**src/rtl/rtg_pkg.sv**
```systemverilog
package rtg_pkg;
  typedef enum logic {
    OP_GEN  = 1'b0,
    OP_ADDG = 1'b1
  } rtg_op_e;
endpackage

```
**src/rtl/rtg_lfsr4.sv**
```systemverilog
module rtg_lfsr4 #(
  parameter int SEED_W = 16,
  parameter int STEPS  = 4
) (
  input  logic [SEED_W-1:0] seed_i,
  output logic [SEED_W-1:0] seed_o,
  output logic [STEPS-1:0]  bits_o
);
  logic [SEED_W-1:0] chain [STEPS+1];

  assign chain[0] = seed_i;

  for (genvar i = 0; i < STEPS; i++) begin : g_step
    logic fb;
    assign fb          = chain[i][5] ^ chain[i][3] ^ chain[i][2] ^ chain[i][0];
    assign chain[i+1]  = {fb, chain[i][SEED_W-1:1]};
    assign bits_o[i]   = fb;
  end

  assign seed_o = chain[STEPS];
endmodule

```
**src/rtl/rtg_walker.sv**
```systemverilog
module rtg_walker #(
  parameter int TAG_W = 4,
  localparam int NTAGS = 1 << TAG_W
) (
  input  logic             clk_i,
  input  logic             rst_ni,
  input  logic             load_i,
  input  logic [TAG_W-1:0] start_tag_i,
  input  logic [TAG_W-1:0] steps_i,
  input  logic [NTAGS-1:0] mask_i,
  output logic             busy_o,
  output logic             fin_o,
  output logic [TAG_W-1:0] fin_tag_o,
  output logic             done_o,
  output logic [TAG_W-1:0] tag_o
);
  localparam logic [TAG_W-1:0] ONE = TAG_W'(1);

  logic [TAG_W-1:0] cur_q, rem_q, tag_q;
  logic [NTAGS-1:0] mask_q;
  logic             busy_q, done_q;
  logic             all_excl, cand_ok;

  assign all_excl  = &mask_q;
  assign cand_ok   = !mask_q[cur_q];
  assign fin_o     = busy_q && (all_excl || (cand_ok && rem_q == ONE));
  assign fin_tag_o = all_excl ? '0 : cur_q;

  always_ff @(posedge clk_i or negedge rst_ni) begin
    if (!rst_ni) begin
      cur_q  <= '0;
      rem_q  <= '0;
      mask_q <= '0;
      busy_q <= 1'b0;
      done_q <= 1'b0;
      tag_q  <= '0;
    end else begin
      done_q <= fin_o;
      if (fin_o) tag_q <= fin_tag_o;
      if (load_i) begin
        // zero steps: test start itself; else first candidate is start+1
        cur_q  <= (steps_i == '0) ? start_tag_i : start_tag_i + ONE;
        rem_q  <= (steps_i == '0) ? ONE : steps_i;
        mask_q <= mask_i;
        busy_q <= 1'b1;
      end else if (fin_o) begin
        busy_q <= 1'b0;
      end else if (busy_q) begin
        cur_q <= cur_q + ONE;
        if (cand_ok) rem_q <= rem_q - ONE;
      end
    end
  end

  assign busy_o = busy_q;
  assign done_o = done_q;
  assign tag_o  = tag_q;

  // busy-cycle counter for the latency bound check
  logic [2*TAG_W:0] busy_cnt_q;
  always_ff @(posedge clk_i or negedge rst_ni) begin
    if (!rst_ni)      busy_cnt_q <= '0;
    else if (load_i)  busy_cnt_q <= '0;
    else if (busy_q)  busy_cnt_q <= busy_cnt_q + 1'b1;
  end

  p_tag_allowed_r1: assert property (@(posedge clk_i) disable iff (!rst_ni)
    (done_q && !(&mask_q)) |-> !mask_q[tag_q]);

  p_all_excl_zero_r2: assert property (@(posedge clk_i) disable iff (!rst_ni)
    (done_q && (&mask_q)) |-> (tag_q == '0));

  p_done_pulse_r10: assert property (@(posedge clk_i) disable iff (!rst_ni)
    done_q |=> !done_q);

  p_bounded_r12: assert property (@(posedge clk_i) disable iff (!rst_ni)
    busy_q |-> (busy_cnt_q < (NTAGS * NTAGS)));
endmodule

```
**src/rtl/rtg_state.sv**
```systemverilog
module rtg_state #(
  parameter int SEED_W = 16,
  parameter int TAG_W  = 4
) (
  input  logic              clk_i,
  input  logic              rst_ni,
  input  logic              wr_i,
  input  logic [SEED_W-1:0] wr_seed_i,
  input  logic [TAG_W-1:0]  wr_tag_i,
  input  logic              commit_i,
  input  logic [SEED_W-1:0] commit_seed_i,
  input  logic [TAG_W-1:0]  commit_tag_i,
  output logic [SEED_W-1:0] seed_o,
  output logic [TAG_W-1:0]  tag_o
);
  always_ff @(posedge clk_i or negedge rst_ni) begin
    if (!rst_ni) begin
      seed_o <= '0;
      tag_o  <= '0;
    end else if (wr_i) begin
      seed_o <= wr_seed_i;
      tag_o  <= wr_tag_i;
    end else if (commit_i) begin
      seed_o <= commit_seed_i;
      tag_o  <= commit_tag_i;
    end
  end

  p_write_wins_r11: assert property (@(posedge clk_i) disable iff (!rst_ni)
    wr_i |=> (seed_o == $past(wr_seed_i)) && (tag_o == $past(wr_tag_i)));

  p_hold_r8: assert property (@(posedge clk_i) disable iff (!rst_ni)
    (!wr_i && !commit_i) |=> ($stable(seed_o) && $stable(tag_o)));
endmodule

```
**src/rtl/rand_tag_unit.sv**
```systemverilog
module rand_tag_unit
  import rtg_pkg::*;
#(
  parameter int PTR_W   = 64,
  parameter int SEED_W  = 16,
  parameter int TAG_W   = 4,
  parameter int TAG_LSB = 56,
  localparam int NTAGS  = 1 << TAG_W
) (
  input  logic              clk_i,
  input  logic              rst_ni,
  input  logic              req_valid_i,
  output logic              req_ready_o,
  input  logic              req_op_i,
  input  logic [PTR_W-1:0]  req_ptr_i,
  input  logic [PTR_W-1:0]  req_operand_i,
  input  logic [TAG_W-1:0]  req_tag_ofs_i,
  input  logic [NTAGS-1:0]  excl_ctrl_i,
  input  logic              rand_mode_i,
  input  logic              st_wr_i,
  input  logic [SEED_W-1:0] st_seed_i,
  input  logic [TAG_W-1:0]  st_tag_i,
  output logic              done_o,
  output logic [PTR_W-1:0]  result_o,
  output logic [SEED_W-1:0] seed_o,
  output logic [TAG_W-1:0]  start_tag_o
);
  rtg_op_e           op_req, op_q;
  logic              accept, busy, fin, commit, rand_q;
  logic [SEED_W-1:0] seed_eff, seed_shift, seed_nxt_q;
  logic [TAG_W-1:0]  lfsr_bits, walk_start, walk_steps, fin_tag, tag_out;
  logic [NTAGS-1:0]  walk_mask;
  logic [PTR_W-1:0]  base_q;

  assign op_req      = rtg_op_e'(req_op_i);
  assign req_ready_o = !busy;
  assign accept      = req_valid_i && req_ready_o;

  // zero seed in random mode is forced to 1
  assign seed_eff = (rand_mode_i && seed_o == '0) ? SEED_W'(1) : seed_o;

  rtg_lfsr4 #(.SEED_W(SEED_W), .STEPS(TAG_W)) u_lfsr (
    .seed_i (seed_eff),
    .seed_o (seed_shift),
    .bits_o (lfsr_bits)
  );

  always_comb begin
    if (op_req == OP_GEN) begin
      walk_start = start_tag_o;
      walk_steps = lfsr_bits;
      walk_mask  = req_operand_i[NTAGS-1:0] | excl_ctrl_i;
    end else begin
      walk_start = req_ptr_i[TAG_LSB +: TAG_W];
      walk_steps = req_tag_ofs_i;
      walk_mask  = excl_ctrl_i;
    end
  end

  rtg_walker #(.TAG_W(TAG_W)) u_walker (
    .clk_i       (clk_i),
    .rst_ni      (rst_ni),
    .load_i      (accept),
    .start_tag_i (walk_start),
    .steps_i     (walk_steps),
    .mask_i      (walk_mask),
    .busy_o      (busy),
    .fin_o       (fin),
    .fin_tag_o   (fin_tag),
    .done_o      (done_o),
    .tag_o       (tag_out)
  );

  always_ff @(posedge clk_i or negedge rst_ni) begin
    if (!rst_ni) begin
      op_q       <= OP_GEN;
      base_q     <= '0;
      seed_nxt_q <= '0;
      rand_q     <= 1'b0;
    end else if (accept) begin
      op_q       <= op_req;
      base_q     <= (op_req == OP_GEN) ? req_ptr_i : req_ptr_i + req_operand_i;
      seed_nxt_q <= seed_shift;
      rand_q     <= rand_mode_i;
    end
  end

  assign commit = fin && (op_q == OP_GEN);

  rtg_state #(.SEED_W(SEED_W), .TAG_W(TAG_W)) u_state (
    .clk_i         (clk_i),
    .rst_ni        (rst_ni),
    .wr_i          (st_wr_i),
    .wr_seed_i     (st_seed_i),
    .wr_tag_i      (st_tag_i),
    .commit_i      (commit),
    .commit_seed_i (seed_nxt_q),
    .commit_tag_i  (fin_tag),
    .seed_o        (seed_o),
    .tag_o         (start_tag_o)
  );

  always_comb begin
    result_o = base_q;
    result_o[TAG_LSB +: TAG_W] = tag_out;
  end

  p_busy_after_accept_r10: assert property (@(posedge clk_i) disable iff (!rst_ni)
    accept |=> !req_ready_o);

  p_rand_seed_nonzero_r7: assert property (@(posedge clk_i) disable iff (!rst_ni)
    (commit && rand_q) |-> (seed_nxt_q != '0));

  p_commit_loads_tag_r6: assert property (@(posedge clk_i) disable iff (!rst_ni)
    (commit && !st_wr_i) |=> (start_tag_o == tag_out));
endmodule

```
**config.mk**
```make
export PLATFORM = sky130hd
export DESIGN_NAME = rand_tag_unit
export DESIGN_NICKNAME = d
export VERILOG_FILES = /design/src/rtl/rtg_pkg.sv /design/src/rtl/rtg_lfsr4.sv /design/src/rtl/rtg_walker.sv /design/src/rtl/rtg_state.sv /design/src/rtl/rand_tag_unit.sv
export SDC_FILE = /design/constraint.sdc
export NUM_CORES = 1
export LEC_CHECK = 0
export ABC_AREA = 1
export ABC_CLOCK_PERIOD_IN_PS = 1900
export CAP_MARGIN = 20
export CORE_MARGIN = 3
export CORE_UTILIZATION = 34
export CTS_CLUSTER_DIAMETER = 150
export DETAILED_ROUTE_END_ITERATION = 8
export GPL_TIMING_DRIVEN = 1
export PLACE_DENSITY = 0.69
export SLEW_MARGIN = 20
export SYNTH_ARGS = -nofsm -noshare
export SYNTH_HDL_FRONTEND = slang
export SYNTH_SLANG_ARGS = --single-unit
```
**constraint.sdc**
```tcl
create_clock -name clk_i -period 1.9 [get_ports clk_i]
set_clock_uncertainty 0.2 [all_clocks]
set_input_delay 0.19 -clock clk_i [delete_from_list [all_inputs] [get_ports clk_i]]
set_output_delay 0.19 -clock clk_i [all_outputs]
set_load 0.1 [all_outputs]
```
==> flow_summary.json <==
{
  "num_rows": 65,
  "hold_end": "base_q[30]",
  "cts_tree": "done",
  "fin_crit_sh_pct": 112,
  "yosys-top-cells-area": "dfrtp_1, nand2_1, ha_1",
  "area_growth_pct": 102,
  "cts-root-buf": "clkbuf_16",
  "first_pass_iters": 5,
  "outcome": "finished, violations left",
  "r2r_slack_ns": -0.23,
  "preCtsSetupSlack_ns": -1.29,
  "clock_power_share_pct": 13.0,
  "die_y_um": 187,
  "start_kind": "flop",
  "fillers": 2515,
  "globalRoute.totalOverflow": 0,
  "finalSetupViolations": 33,
  "ir_worst_vdd_uv": 1200,
  "synth_area_mm2": 0.0111,
  "ys_ff_latch": 127,
  "relSlewSlack_pct": 66.9,
  "hold_viol": 0,
  "dpl.hpwl_mm": 42.5,
  "clkLatencyLatePin_ns": 0.45,
  "switching_share_pct": 52.0,
  "grt_pass1_wl_mm": 84.3,
  "wl_mm": 58.1,
  "rsz0062_at_grt": "yes",
  "report.final.slew_viol_count": 0,
  "io_buffers": 259,
  "wire_per_inst_um": 19.9,
  "drv_cap": 0,
  "crit_start": "u_walker.cur_q[0]",
  "worst_slew_pin_slew_ns": 0.491,
  "leakage_uw": 0.0111,
  "clk_pin_slew_ns": 0.07,
  "grt_max_degree": 46,
  "synth-edff-count": 0,
  "yosysTopAreaCellShare_pct": 28.6,
  "rr_endpoint": "u_state.seed_o[4]",
  "slowest_delay_ns": 0.43,
  "fin_nets": 2707,
  "worstPathArrival_ns": 2.27,
  "viasPerCell": 5.22,
  "ys_types": 47,
  "switchingPower_uw": 14600,
  "ys.flop_type": "dfrtp_1",
  "dieWidth_um": 187,
  "numCtsBuffers": 17,
  "rr_worst_depth": 14,
  "powerDensity_mw_per_mm2": 1250,
  "crit_slowest_cell": "dfrtp_2",
  "async_flop_share_pct": 100,
  "final_util_pct": 70.5,
  "seq_area_frac_synth_pct": 28.6,
  "worstPathRequired_ns": 2.04,
  "design_area_mm2": 0.0225,
  "synth_area_per_cell_um2": 6.31,
  "yosys_warnings": 0,
  "critical_path_class": "flop to flop",
  "initial_utilization_pct": 34.9,
  "whs_path_depth": 4,
  "synth_cells": 1761,
  "drt_iter0_drc": 1114,
  "synth_area_leader_cell": "dfrtp_1",
  "route.detailed.drc": 0,
  "layout-drive-gt1-share_pct": 49.8,
  "ios": 260,
  "drtAntennaViolNets": 0,
  "insertedDiodeCount": 0,
  "hold_path.class": "input pin to flop",
  "htree_levels": 4,
  "rr_startpoint": "u_walker.cur_q[0]",
  "gp_congestion": 0.960,
  "critPathCaptureType": "flop",
  "clk_path_buf_depth": 2,
  "num_vias": 15200,
  "violations": "negative setup slack",
  "cts.sinks": 127,
  "syn_nets": 2003,
  "grt_pass1_vias": 14900,
  "dieArea_mm2": 0.0349,
  "seqPwrFrac_pct": 19.3,
  "critPathMaxFanout": 7,
  "grtUsageTotal_pct": 30.7,
  "p_int_uw": 13500,
  "crit_chain": "buf_12 -> clkinv_8 -> nor2_4 -> nor2_4 -> o21ai_4 -> o211ai_2 -> nand3_2 -> nand3_4 -> nand2_4 -> nand3_4 -> nand2_8 -> buf_12 -> nand2_4 -> o21ai_2",
  "coreArea_mm2": 0.0319,
  "min_period_ns": 2.13,
  "antenna_found_initial": 0,
  "min_from": "req_ptr_i[30]",
  "comb_power_share_pct": 67.7,
  "timing.fmax_mhz": 469,
  "dpl_cell_area_mm2": 0.0177,
  "fin_ws_ns": -0.232
}
## flip-flops by register name, summed over array words and instances (netlist names)
signal / count
base_q: 60
u_walker.tag_o: 4
u_walker.rem_q: 4
u_state.seed_o: 16
u_state.tag_o: 4
u_walker.done_o: 1
u_walker.busy_o: 1
seed_nxt_q: 16
u_walker.cur_q: 4
u_walker.mask_q: 16
op_q: 1
## cells in the mapped netlist (3+ instances only)
cell type and instances:
nand2_1 632, inv_1 200, nor2_1 156, dfrtp_1 127, o21ai_0 124, a21oi_1 107
nand3_1 102, ha_1 67, nand4_1 30, clkbuf_1 29, xnor2_1 19, o21ai_1 17
xor2_1 16, o21bai_1 13, o21ai_2 12, mux2i_1 11, nor3_1 11, nand2_2 9
o211ai_1 9, nand3_2 6, nor4_1 6, or2_2 6, a21o_1 4, a22oi_1 4
buf_1 4, buf_2 4, a21boi_0 3, nor2_2 3, o211ai_2 3, o221ai_1 3
## repair_timing
| action | 4_1_cts | 5_1_grt |
|---|---|---|
| setup endpoints to repair | 89 | 82 |
| gates resized for setup | 616 | 515 |
| pin swaps | 123 | 230 |
| hold buffers | 14 | 25 |
| setup buffers | 35 | 40 |
| cloned | 3 | 0 |
| hold endpoints to repair | 141 | 24 |
## cell type report
cell class | instances | area [um^2] | area share [%]
clock buffers | 17 | 425 | 1.89
clock inverters | 15 | 201 | 0.897
inverters | 204 | 805 | 3.58
multi-input cells | 1389 | 10300 | 45.7
flip-flops and latches | 127 | 3220 | 14.3
well taps | 435 | 544 | 2.42
repair buffers | 724 | 6980 | 31.1
repair inverters | 2 | 25.0 | 0.111
## critical path: cells and delay by family (launching register included)
| family | cells | cell delay [ns] |
|---|---|---|
| and+or+nand+nor | 8 | 0.79 |
| buffers and inverters | 3 | 0.40 |
| AOI/OAI and AO/OA | 3 | 0.18 |
| DFF | 1 | 0.43 |
## per-layer routing
metal	vias up	part of all wire [%]	GRT usage (%)
met1	7286	42	40.3
met3	150	5.6	3.71
met4	0	4.2	11.7
met5	-	0	0
met2	640	48	52.0
li1	7138	-	-
## worst max-delay path by stage
stage / to
after floorplan: base_q[46]
after global placement: base_q[34]
after detailed placement: base_q[34]
after CTS: u_walker.cur_q[2]
after global routing: u_state.tag_o[0]
final: u_state.seed_o[4]
## stage by stage
| step | hold slack (ns) | setup TNS, ns | std cells | total power [uW] |
|---|---|---|---|---|
| 2_1_floorplan | -0.306 | -0.640 | 1761 | 14500 |
| 3_3_place_gp | -0.0173 | -54.92 | 2766 | 21700 |
| 3_5_place_dp | -0.0193 | -56.18 | 2766 | 21800 |
| 4_1_cts | -0.237 | -4.00 | 2850 | 26600 |
| 5_1_grt | 0.0162 | -8.18 | 2913 | 29100 |
| 6_report | 0.00138 | -5.19 | 2913 | 28000 |
## kinds of logic after synthesis
| logic type | after synthesis | share of synthesized area, % |
|---|---|---|
| adders and majority gates | 68 | 7.72 |
| buffers and inverters | 245 | 8.79 |
| xor gates and xnor gates | 35 | 2.76 |
| AOI/OAI and AO/OA | 308 | 15.5 |
| DFF | 127 | 28.6 |
| and+or+nand+nor | 967 | 35.7 |
| muxes | 11 | 0.990 |
## power groups by stage
stage	Sequential, uW	Combinational [uW]	Clock (uW)
2_1_floorplan	10500	4030	0
3_5_place_dp	5340	16500	0
3_3_place_gp	5300	16400	0
5_1_grt	5540	19800	3810
4_1_cts	5320	17600	3690
6_report	5410	19000	3660
## cells in the final DEF (no fill, tap or decap), types with 35 or more instances in the layout
cell             Yosys  layout
nor2_4               0      48
buf_4                0     383
nor2_1             156      76
nand3_1            102      65
buf_12               2      95
o21ai_0            124      81
a21oi_1            107      38
nand2_1            632     435
clkbuf_2             0      42
dlygate4sd3_1        0      39
ha_4                 0      62
a21oi_2              1      43
o21ai_2             12      35
dfrtp_1            127     106
clkdlybuf4s50_1      0      45
buf_6                2      37
nor2_2               3      35
nand2_4              1      66
nand2_2              9     137
inv_1              200     166
Note: power is estimated with default switching activity, not from simulation.
